[config.mk]
export PLATFORM = sky130hd
export DESIGN_NAME = trig_gate_timer
export DESIGN_NICKNAME = d
export VERILOG_FILES = /design/src/rtl/tgt_pkg.sv /design/src/rtl/tgt_sync.sv /design/src/rtl/tgt_counter.sv /design/src/rtl/trig_gate_timer.sv
export SDC_FILE = /design/constraint.sdc
export NUM_CORES = 1
export LEC_CHECK = 0
export BUFFER_PORTS_ARGS = -buffer_cell sky130_fd_sc_hd__buf_2
export CAP_MARGIN = 20
export CELL_PAD_IN_SITES_DETAIL_PLACEMENT = 0
export CELL_PAD_IN_SITES_GLOBAL_PLACEMENT = 1
export CORE_MARGIN = 1.5
export CORE_UTILIZATION = 35
export CTS_CLUSTER_SIZE = 20
export DETAILED_ROUTE_END_ITERATION = 10
export HOLD_SLACK_MARGIN = 0.12
export PLACE_DENSITY_LB_ADDON = 0.05
export SLEW_MARGIN = 40
export SYNTH_ARGS = -nofsm -noshare
export SYNTH_HDL_FRONTEND = slang
export SYNTH_SLANG_ARGS = --single-unit
[constraint.sdc]
create_clock -name clk_i -period 1.7 [get_ports clk_i]
set_clock_uncertainty 0.05 [all_clocks]
set_input_delay 0.17 -clock clk_i [delete_from_list [all_inputs] [get_ports clk_i]]
set_output_delay 0.17 -clock clk_i [all_outputs]
set_load 0.03 [all_outputs]
[src/rtl/tgt_pkg.sv]
package tgt_pkg;

    typedef enum logic [1:0] {
        ST_IDLE  = 2'd0,
        ST_RUN   = 2'd1,
        ST_DRAIN = 2'd2
    } tgt_state_e;

    typedef struct packed {
        tgt_state_e state;
        logic       lock;
    } tgt_ctrl_t;

endpackage

[src/rtl/tgt_sync.sv]
module tgt_sync #(
    parameter int SYNC_STAGES = 2
) (
    input  logic clk_i,
    input  logic rst_ni,
    input  logic pin_i,
    input  logic pol_i,
    output logic start_edge_o,
    output logic stop_lvl_o
);
    localparam int CHAIN_W = SYNC_STAGES + 1;

    logic [CHAIN_W-1:0] chain_d, chain_q;
    logic               act_now, act_prev;

    always_comb begin
        chain_d = {chain_q[CHAIN_W-2:0], pin_i};
    end

    always_ff @(posedge clk_i or negedge rst_ni) begin
        if (!rst_ni) chain_q <= '0;
        else         chain_q <= chain_d;
    end

    // Normalise to "active" so that one detector serves both polarities
    assign act_now      = chain_q[SYNC_STAGES-1] ^ pol_i;
    assign act_prev     = chain_q[SYNC_STAGES] ^ pol_i;
    assign start_edge_o = act_now & ~act_prev;
    assign stop_lvl_o   = ~act_now;

endmodule

[src/rtl/tgt_counter.sv]
module tgt_counter #(
    parameter int CNT_W = 16
) (
    input  logic             clk_i,
    input  logic             rst_ni,
    input  logic             step_i,
    input  logic [CNT_W-1:0] period_i,
    input  logic [CNT_W-1:0] compare_i,
    output logic [CNT_W-1:0] count_o,
    output logic             pwm_o,
    output logic             wrap_o
);
    typedef struct packed {
        logic [CNT_W-1:0] count;
        logic             pwm;
    } cnt_st_t;

    cnt_st_t cnt_d, cnt_q;

    always_comb begin
        cnt_d = cnt_q;
        if (!step_i) begin
            cnt_d.count = '0;
            cnt_d.pwm   = 1'b0;
        end else if (cnt_q.count == period_i) begin
            cnt_d.count = '0;
            cnt_d.pwm   = 1'b0;
        end else begin
            cnt_d.count = cnt_q.count + 1'b1;
            if (cnt_q.count == compare_i) cnt_d.pwm = 1'b1;
        end
    end

    always_ff @(posedge clk_i or negedge rst_ni) begin
        if (!rst_ni) cnt_q <= '0;
        else         cnt_q <= cnt_d;
    end

    assign count_o = cnt_q.count;
    assign pwm_o   = cnt_q.pwm;
    assign wrap_o  = (cnt_q.count == period_i);

endmodule

[src/rtl/trig_gate_timer.sv]
module trig_gate_timer
    import tgt_pkg::*;
#(
    parameter int CNT_W       = 16,
    parameter int SYNC_STAGES = 2
) (
    input  logic             clk_i,
    input  logic             rst_ni,
    input  logic             run_en_i,
    input  logic             trig_pol_i,
    input  logic             stop_at_end_i,
    input  logic             one_shot_i,
    input  logic             trig_pin_i,
    input  logic [CNT_W-1:0] period_i,
    input  logic [CNT_W-1:0] compare_i,
    output logic [CNT_W-1:0] count_o,
    output logic             pwm_o,
    output logic             running_o
);
    tgt_ctrl_t ctrl_d, ctrl_q;
    logic      start_edge, stop_lvl, wrap, step;
    logic      busy_q;

    tgt_sync #(.SYNC_STAGES(SYNC_STAGES)) u_sync (
        .clk_i        (clk_i),
        .rst_ni       (rst_ni),
        .pin_i        (trig_pin_i),
        .pol_i        (trig_pol_i),
        .start_edge_o (start_edge),
        .stop_lvl_o   (stop_lvl)
    );

    assign busy_q = (ctrl_q.state != ST_IDLE);

    always_comb begin
        ctrl_d = ctrl_q;
        if (!one_shot_i) ctrl_d.lock = 1'b0;
        if (!run_en_i) begin
            ctrl_d.state = ST_IDLE;
        end else begin
            unique case (ctrl_q.state)
                ST_IDLE: begin
                    if (start_edge && !ctrl_q.lock) ctrl_d.state = ST_RUN;
                end
                ST_RUN: begin
                    if (stop_lvl) begin
                        if (stop_at_end_i) begin
                            ctrl_d.state = ST_DRAIN;
                        end else begin
                            ctrl_d.state = ST_IDLE;
                            ctrl_d.lock  = one_shot_i;
                        end
                    end
                end
                ST_DRAIN: begin
                    if (wrap) begin
                        ctrl_d.state = ST_IDLE;
                        ctrl_d.lock  = one_shot_i;
                    end
                end
                default: ctrl_d.state = ST_IDLE;
            endcase
        end
        // Count only while running now and still running next cycle
        step = busy_q && (ctrl_d.state != ST_IDLE);
    end

    always_ff @(posedge clk_i or negedge rst_ni) begin
        if (!rst_ni) begin
            ctrl_q.state <= ST_IDLE;
            ctrl_q.lock  <= 1'b0;
        end else begin
            ctrl_q <= ctrl_d;
        end
    end

    tgt_counter #(.CNT_W(CNT_W)) u_cnt (
        .clk_i     (clk_i),
        .rst_ni    (rst_ni),
        .step_i    (step),
        .period_i  (period_i),
        .compare_i (compare_i),
        .count_o   (count_o),
        .pwm_o     (pwm_o),
        .wrap_o    (wrap)
    );

    assign running_o = busy_q;

endmodule

==> metrics.cfg <==
[synthesis]
async_flop_share_pct=100
synth_mux_area_share_pct=0
synth_top_family_by_area=XOR/XNOR gates
synth_area_sq_mm=0.00184
synthFlopType=dfrtp_1
syn_nets=211
ys_ff_latch=23
ys_seq_area_share_pct=31.3
yosysTopAreaCellShare_pct=31.3
synth_simple_gate_area_share_pct=14.5
synth.distinct_cells=43
synthTopCellsByArea=dfrtp_1, xor2_1, xnor2_1, a211oi_2, buf_6
postSynthCellCount=167
synth-edff-count=0
synth_compound_area_share_pct=18.9
ys.warnings.count=0
yosys.area_share.adder_pct=3.40
synth_top_area_cell=dfrtp_1
synthXorXnorAreaFrac_pct=24.7
syn_avg_cell_area_sq_um=11.0

[placed_design]
port_buffers=56
place_congestion=0.865
dp_slack_ps=-97.2
dp_hpwl_mm=4.11

[worst_setup_path]
worstPathMaxFanout=5
path_cells=inv_2 -> buf_6 -> ha_4 -> inv_2 -> a311o_2 -> buf_12 -> a221oi_2
crit_buf_inv=4
crit_required_ps=1830
crit_path_frequent_cell=inv_2
cp_top_family=compound AO/OA/AOI/OAI gates
slowest_stage=a311o_2
max_stage_delay_ps=480
crit_arrival_ps=1980
end_kind=flop
crit_type=reg -> reg
critPathLaunchType=flop

[clock_network]
cts_sinks=23
cts_max_level=1
tritoncts=done
clk_pin_slew_worst_paths_ps=90
cts-buffers-inserted=3
clock_path_buffers=2
clock_latency_ps=270
ctsRootBufferMaster=clkbuf_8

[power]
irDropWorstVdd_mv=0.281
share_seq_of_total_power_pct=44.5
p_int_mw=0.900
finalPower_mw=1.27
combPwrFrac_pct=28.4
clkPwrFrac_pct=27.2
switching_share_pct=29.0
p_leak_nw=1.24
switchingPower_mw=0.367
power_density_mw_per_mm2=455

[timing]
grt_setup_unrepaired=yes
hold_viol_final=0
relSlewSlack_pct=64.4
worst_pin_slew_ps=534
period_share_pct=109
fin_tns_setup_ps=-2180
max_freq_mhz=541
maxSlewViolCount=0
finalCriticalPeriod_ps=1850
setup_viol=18
worst_slack_ps=-149

[drt]
first_pass_iters=4
wirelength_mm=5.58
vias_per_cell=5.01
vias=1709
wl_per_cell_microns=16.4
drc=0
ant_nets=0
drtIter0Drc=55

[worst_hold_path]
hold_path.class=in -> reg

[cells_and_area]
diodes=0
drive_gt1_share_pct=60.1
final_nets=316
final_common_cell=buf_2
mostFrequentLayoutCells=buf_2, buf_4, xor2_1
syn_to_final_growth_pct=51.7

[global_routing]
grt_max_degree=24
antenna_found_initial=0
grt_pass1_wl_mm=8.09
grt.total_usage_pct=19.2
overflow=0
grt_pass1_vias=1647

[floorplan]
die_x_microns=75.5
design.portCount=57
rows=26
dieArea_sq_mm=0.00569
start_util_pct=36.2
core_sq_mm=0.00507
chipHeight_microns=75.5

[job]
max_cap_viol_count=0

[run_status]
status=finished with violations
violations=setup timing

cell families after synthesis:
group                    Yosys count
AO/OA/AOI/OAI                     35
XOR/XNOR                          45
adder cells (fa/ha/maj)            5
buffers and inverters             19
flip-flops                        23
AND/OR/NAND/NOR                   40
state kept, by name, indices dropped and copies added, names as in the netlist:
name,cells
u_cnt.count_o,16
ctrl_q,3
u_cnt.pwm_o,1
u_sync.chain_q,3
through the flow:
stage	instance area, sq um	instances	util (%)	hold WS, ps
floorplan	1870	167	-	-176
global placement	2490	324	49.1	122
detailed placement	2490	324	49.1	129
CTS	2640	334	51.9	200
global route	2790	341	54.9	219
finish	2790	341	54.9	205
metal layers:
metal / vias up / GRT usage, % / wire [microns]
met4: 0 / 6.35 / 72
met1: 843 / 24.3 / 2500
met2: 33 / 34.0 / 2880
met3: 8 / 2.12 / 132
met5: - / 0 / 0
li1: 825 / - / -
worst min-delay path, cell delays in order:
cell	delay (ps)
buf_2	90
nor2b_1	120
o311a_1	100
timing repair:
action | CTS | global route
resized for setup | 4 | 16
setup buffers | 3 | 4
endpoints found under the hold margin | 24 | 0
cloned | 1 | 3
hold buffers | 2 | 0
setup endpoints to repair | 17 | 19
pin swaps | 4 | 5
path summary, 6_finish.rpt:
check | startpoint | endpoint | slack, ps | cells after the start
min reg2reg | u_sync.chain_q[0] | u_sync.chain_q[1] | 320 | 0
max | ctrl_q[1] | u_cnt.count_o[13] | -150 | 7
min | one_shot_i | ctrl_q[0] | 200 | 3
min in group asynchronous | rst_ni | u_cnt.count_o[10] | 380 | 2
max reg2reg | ctrl_q[1] | u_cnt.count_o[13] | -150 | 7
max in group asynchronous | rst_ni | u_cnt.count_o[8] | 830 | 2
area by class of cell:
type,count,area (sq um)
tap,70,87.6
fill,477,2290
inverter,8,30.0
sequential,23,586
timing repair buffer,111,808
clock buffer,3,41.3
clock inverter,1,5.00
multi-input combinational,125,1230
cell usage after synthesis (2+ instances only):
library cell,count
a211oi_1,4
a211oi_2,9
a21oi_1,5
a221oi_2,4
a31oi_1,2
and3_1,2
buf_2,3
buf_6,7
dfrtp_1,23
ha_1,5
inv_1,8
nand2_1,6
nand2b_1,2
nand3_1,3
nand3_2,2
nand4_1,7
nor2_1,2
nor4_1,6
o311ai_1,2
xnor2_1,17
xnor2_2,3
xnor2_4,2
xor2_1,23
power groups by stage:
| stage | sequential (mW) | combinational (mW) | clock [mW] |
|---|---|---|---|
| finish | 0.564 | 0.360 | 0.344 |
| global route | 0.565 | 0.383 | 0.382 |
| CTS | 0.561 | 0.333 | 0.354 |
| detailed placement | 0.572 | 0.299 | 0 |
| global placement | 0.571 | 0.292 | 0 |
| floorplan | 0.573 | 0.149 | 0 |
No activity file was read; power rests on OpenSTA's default activity.
